[src/rtl/crc4_mon_pkg.sv]
package crc4_mon_pkg;
  localparam int unsigned SMF_WINDOW = 1000;
  localparam int unsigned ERR_LIMIT  = 915;
endpackage

[src/rtl/crc4_smf_window.sv]
module crc4_smf_window #(
  parameter int unsigned WINDOW = crc4_mon_pkg::SMF_WINDOW
) (
  input  logic clk_i,
  input  logic rst_ni,
  input  logic clr_i,
  input  logic restart_i,
  input  logic step_i,
  output logic wrap_o
);
  localparam int unsigned CW = $clog2(WINDOW);
  localparam logic [CW-1:0] LAST = CW'(WINDOW - 1);

  logic [CW-1:0] cnt_q;

  assign wrap_o = step_i && !restart_i && (cnt_q == LAST);

  always_ff @(posedge clk_i or negedge rst_ni) begin
    if (!rst_ni)          cnt_q <= '0;
    else if (clr_i)       cnt_q <= '0;
    else if (restart_i)   cnt_q <= step_i ? CW'(1) : '0;
    else if (step_i)      cnt_q <= (cnt_q == LAST) ? '0 : cnt_q + CW'(1);
  end
endmodule

[src/rtl/crc4_err_thresh.sv]
module crc4_err_thresh #(
  parameter int unsigned WINDOW = crc4_mon_pkg::SMF_WINDOW,
  parameter int unsigned THRESH = crc4_mon_pkg::ERR_LIMIT
) (
  input  logic clk_i,
  input  logic rst_ni,
  input  logic clr_i,
  input  logic restart_i,
  input  logic step_i,
  input  logic err_i,
  input  logic wrap_i,
  output logic hit_o
);
  localparam int unsigned CW = $clog2(WINDOW + 1);
  localparam logic [CW-1:0] PRE_HIT = CW'(THRESH - 1);

  logic [CW-1:0] cnt_q;
  logic [CW-1:0] base;

  // regain starts counting from an empty block in the same cycle
  assign base  = restart_i ? '0 : cnt_q;
  assign hit_o = step_i && err_i && (base == PRE_HIT);

  always_ff @(posedge clk_i or negedge rst_ni) begin
    if (!rst_ni)          cnt_q <= '0;
    else if (clr_i)       cnt_q <= '0;
    else if (restart_i)   cnt_q <= CW'(step_i && err_i);
    else if (step_i)      cnt_q <= wrap_i ? '0 : cnt_q + CW'(err_i);
  end
endmodule

[src/rtl/crc4_resync_monitor.sv]
module crc4_resync_monitor #(
  parameter int unsigned WINDOW = crc4_mon_pkg::SMF_WINDOW,
  parameter int unsigned THRESH = crc4_mon_pkg::ERR_LIMIT
) (
  input  logic clk_i,
  input  logic rst_ni,
  input  logic smf_valid_i,
  input  logic crc_err_i,
  input  logic mf_sync_i,
  input  logic auto_resync_en_i,
  output logic resync_req_o
);
  logic sync_q;
  logic regain;
  logic step;
  logic clr;
  logic wrap;
  logic hit;

  assign regain = mf_sync_i && !sync_q && auto_resync_en_i;
  assign step   = smf_valid_i && mf_sync_i && auto_resync_en_i;
  assign clr    = !auto_resync_en_i;

  crc4_smf_window #(.WINDOW(WINDOW)) i_win (
    .clk_i     (clk_i),
    .rst_ni    (rst_ni),
    .clr_i     (clr),
    .restart_i (regain),
    .step_i    (step),
    .wrap_o    (wrap)
  );

  crc4_err_thresh #(.WINDOW(WINDOW), .THRESH(THRESH)) i_err (
    .clk_i     (clk_i),
    .rst_ni    (rst_ni),
    .clr_i     (clr),
    .restart_i (regain),
    .step_i    (step),
    .err_i     (crc_err_i),
    .wrap_i    (wrap),
    .hit_o     (hit)
  );

  always_ff @(posedge clk_i or negedge rst_ni) begin
    if (!rst_ni) begin
      sync_q       <= 1'b0;
      resync_req_o <= 1'b0;
    end else begin
      sync_q       <= mf_sync_i;
      resync_req_o <= hit;
    end
  end
endmodule

[config.mk]
export PLATFORM = sky130hd
export DESIGN_NAME = crc4_resync_monitor
export DESIGN_NICKNAME = d
export VERILOG_FILES = /design/src/rtl/crc4_mon_pkg.sv /design/src/rtl/crc4_smf_window.sv /design/src/rtl/crc4_err_thresh.sv /design/src/rtl/crc4_resync_monitor.sv
export SDC_FILE = /design/constraint.sdc
export NUM_CORES = 1
export LEC_CHECK = 0
export BUFFER_PORTS_ARGS = -buffer_cell sky130_fd_sc_hd__buf_4
export CORE_MARGIN = 10
export CORE_UTILIZATION = 60
export CTS_CLUSTER_DIAMETER = 40
export CTS_CLUSTER_SIZE = 28
export DETAILED_ROUTE_END_ITERATION = 8
export GPL_ROUTABILITY_DRIVEN = 0
export GPL_TIMING_DRIVEN = 0
export PLACE_DENSITY = 0.79
export SYNTH_ARGS = -nofsm -noshare
export SYNTH_HDL_FRONTEND = slang
export SYNTH_SLANG_ARGS = --single-unit
[constraint.sdc]
create_clock -name clk_i -period 4.5 [get_ports clk_i]
set_input_delay 1.35 -clock clk_i [delete_from_list [all_inputs] [get_ports clk_i]]
set_output_delay 1.35 -clock clk_i [all_outputs]
set_load 0.1 [all_outputs]
==> impl_summary.txt <==
----------------------------------------------------
[Outcome]
  Result of the run ... completed

[Die]
  Area inside the core boundary ... 0.001942 mm2
  Effective utilization at floorplan ... 0.6302
  I/O pin cnt ... 7
  Total Die Area ... 0.004246 mm2
  Die span in x ... 65.16 um
  Die height ... 65.16 um
  Site row count ... 16

[Placed design]
  Post-placement cell area ... 0.001303 mm2
  HPWL after detailed placement ... 1860 um
  Placed cell count ... 164
  Pre-CTS worst setup slack ... 1.758 ns
  Number of I/O port buffers ... 6

[Detailed routing]
  Number of vias per cell ... 6.333
  Drt pass-1 iters ... 4
  Via count of the routed design ... 1064
  Antenna-violating nets left ... 0
  Average wire per standard cell ... 15.96 um
  DR DRC count ... 0
  Detailed-route wire length ... 2682 um
  DR iter-0 viols ... 75

[Synth]
  Proportion of synthesized chip area in sequential cells ... 0.4499
  Most used DFF post-synth ... dfrtp_1
  EDFF count, synth ... 0
  Yosys synthesis warning count ... 0
  Fraction of post-synthesis cell area in the top cell type by area ... 0.4499
  Post-Synthesis Net Count ... 140
  Number of unique standard cell types used by synthesis ... 34
  Average footprint of a synthesized cell ... 9.341 um2
  Number of instances in the synthesized netlist ... 131
  Async set or reset register ratio after synthesis ... 1.000
  Synthesized cell area ... 0.001224 mm2
  Top area cells in the synthesized netlist ... dfrtp_1, a21oi_1, o21ai_0, nor3_1, a22o_1
  Post-synthesis cell type with the largest combined area ... dfrtp_1
  Total of flip-flops plus latches after synthesis ... 22

[Pwr]
  Final total power ... 0.3833 mW
  PwrDens ... 282.9 mW/mm2
  Share of power burned in the clock network ... 0.404
  Switching share of power ... 0.2183
  Peak supply drop ... 262.1 uV
  Switching power of the nets ... 0.08367 mW
  Internal Pwr Total ... 0.2996 mW
  Part of the total power dissipated in sequential elements ... 0.526
  Leakage dissipation ... 0.5764 nW
  Portion of total power attributed to combinational logic ... 0.070

[Worst setup path]
  Flop2flop setup slack ... 2.47 ns
  Setup crit start ... mf_sync_i
  Worst setup path endpoint ... i_err.cnt_q[9]
  Most Frequent Cell on Critical Path ... o21ai_0
  Critical Path Slowest Stage Cell ... clkbuf_1
  FF-to-FF Start ... i_win.cnt_q[0]
  Critical path capture point type ... flip-flop
  Required time of the worst setup path ... 4.72 ns
  Critical-path maximum fanout ... 10
  Critical Path, Cell by Cell ... buf_4, inv_1, o21ai_0, clkbuf_1, o21ai_0, a22o_1
  Critical Path Start Type ... input pin
  Reg2Reg Depth ... 5
  Endpoint of the most critical register-to-register path ... i_err.cnt_q[9]
  Data arrival at the endpoint of the critical path ... 2.62 ns
  Kind of critical path ... input pin to flip-flop
  Slowest Stage Delay on Critical Path ... 0.40 ns

[Timing]
  Worst hold slack across all endpoints ... 0.5105 ns
  Setup TNS ... 0 ns
  Slew at the pin closest to its max-slew limit ... 0.6148 ns
  Final clock period utilization by the worst path ... 0.5319
  Final Hold Viols ... 0
  Setup repair after global routing missed its margin ... no
  Maximum operating frequency ... 417.8 MHz
  Clk_skew ... 0.01211 ns
  Post-layout minimum cycle time ... 2.393 ns
  Relative slew slack ... 0.5877
  Max-slew violation total from the final report ... 0
  Least setup slack across all paths after layout ... 2.107 ns
  Final setup vio count ... 0

[Global routing]
  Initial antenna violation count ... 0
  First-pass GRT wire length ... 4560 um
  Largest net degree at the start of global routing ... 23
  Overflow after GRT ... 0
  Overall fraction of global-route tracks in use ... 0.1315
  Number of global-route vias before repair ... 1029

[Clocking]
  Maximum clock path buffer count ... 2
  Number of clock buffers inserted by TritonCTS ... 3
  TritonCTS clock tree ... done
  Post-CTS setup buffer count ... 0
  Htree depth ... 1
  Number of cells upsized or downsized after cts ... 0
  Worst-skew pair later-pin latency ... 0.32 ns
  Clock Pin Slew Worst Setup and Hold Paths ... 0.13 ns
  CTS Sinks ... 22
  Root buffer cell ... clkbuf_4
  Cts hold-fix bufs ... 0

[Layout]
  Antenna diode count ... 0
  Layout Utilization ... 0.6978
  Count of nets after finishing ... 151
  Fraction of final layout cells with drive strength greater than 1 ... 0.09929
  Post-route cell area ... 0.001355 mm2
  Post-route non-filler standard cell count ... 168
  Layout overhead on the synthesized area ... 10.74%

[Run]
  MaxCap Viol Count ... 0

[Worst hold path]
  Type of the worst min-delay path ... flip-flop to flip-flop

----------------------------------------------------
critical path, delay by kind of cell:
family	cells	cell delay, ns
buf+inv	3	0.56
compound gates	3	0.71
final cells by class:
cell class,instances,area (um2)
clock buffers,3,22.52
flip-flops and latches,22,550.5
clock inverters,1,30.03
well taps,27,33.78
plain buffers,5,33.78
fillers,161,586.8
multi-input cells,100,624.3
inverters,4,15.01
repair buffers,6,45.04
kinds of logic (layout without fill, tap and decap cells):
family / after synthesis / in the layout / synth area share
fa+ha+maj: 3 / 3 / 0.03068
flops: 22 / 22 / 0.4499
mux: 2 / 2 / 0.01636
buf+inv: 9 / 19 / 0.03987
simple gates: 51 / 51 / 0.2321
compound gates: 43 / 43 / 0.2239
xor+xnor: 1 / 1 / 0.007159
synthesized netlist by cell type (3+ instances only):
cell,instances
dfrtp_1,22
a21oi_1,12
o21ai_0,10
nand2_1,9
nor3_1,9
a31oi_1,6
nand3_1,6
a22o_1,5
and3_1,5
inv_1,4
nand4_1,4
clkbuf_1,3
ha_1,3
nand2b_1,3
nor2_1,3
nor4_1,3
power by group through the flow:
stage / sequential [mW] / combinational [mW] / clock, mW
after floorplan: 0.205 / 0.0141 / 0
after global placement: 0.205 / 0.0260 / 0
after detailed placement: 0.205 / 0.0268 / 0
after CTS: 0.202 / 0.0269 / 0.157
after global routing: 0.202 / 0.0299 / 0.164
final: 0.202 / 0.0266 / 0.155
how the worst min path moves through the flow:
stage	cells past startpoint	endpoint	from	slack [ns]
after CTS	1	i_err.cnt_q[7]	i_err.cnt_q[7]	0.51
after floorplan	1	i_err.cnt_q[7]	i_err.cnt_q[7]	0.46
after global placement	1	i_err.cnt_q[7]	i_err.cnt_q[7]	0.49
after global routing	1	i_err.cnt_q[7]	i_err.cnt_q[7]	0.56
after detailed placement	1	i_err.cnt_q[7]	i_err.cnt_q[7]	0.49
final	1	i_err.cnt_q[7]	i_err.cnt_q[7]	0.51
layout by cell type (no fill, tap or decap):
master	count
a21o_1	2
a21oi_1	12
a22o_1	5
a31oi_1	6
a32o_1	1
and2_1	2
and3_1	5
and4_1	1
buf_4	6
buf_6	2
bufinv_16	1
clkbuf_1	3
clkbuf_4	3
dfrtp_1	22
ha_1	3
inv_1	4
mux2i_1	2
nand2_1	9
nand2b_1	3
nand3_1	6
nand4_1	4
nand4_2	1
nand4b_1	2
nor2_1	3
nor2b_1	2
nor3_1	9
nor4_1	3
o211ai_1	1
o21a_1	1
o21ai_0	10
o21bai_1	1
o22ai_1	1
o31a_1	1
o31ai_1	1
o31ai_2	1
or3_1	1
xor2_1	1
flip-flops by register name, summed over array words and instances, names as in the netlist:
name          cells
i_err.cnt_q      10
i_win.cnt_q      10
resync_req_o      1
sync_q            1
metal layers:
metal	vias to the layer above	part of all wire	GRT usage
li1	523	-	-
met1	483	0.45	0.1637
met2	51	0.45	0.2122
met3	7	0.078	0.03729
met4	0	0.014	0.04545
met5	-	0	0
No activity file was read; power rests on OpenSTA's default activity.
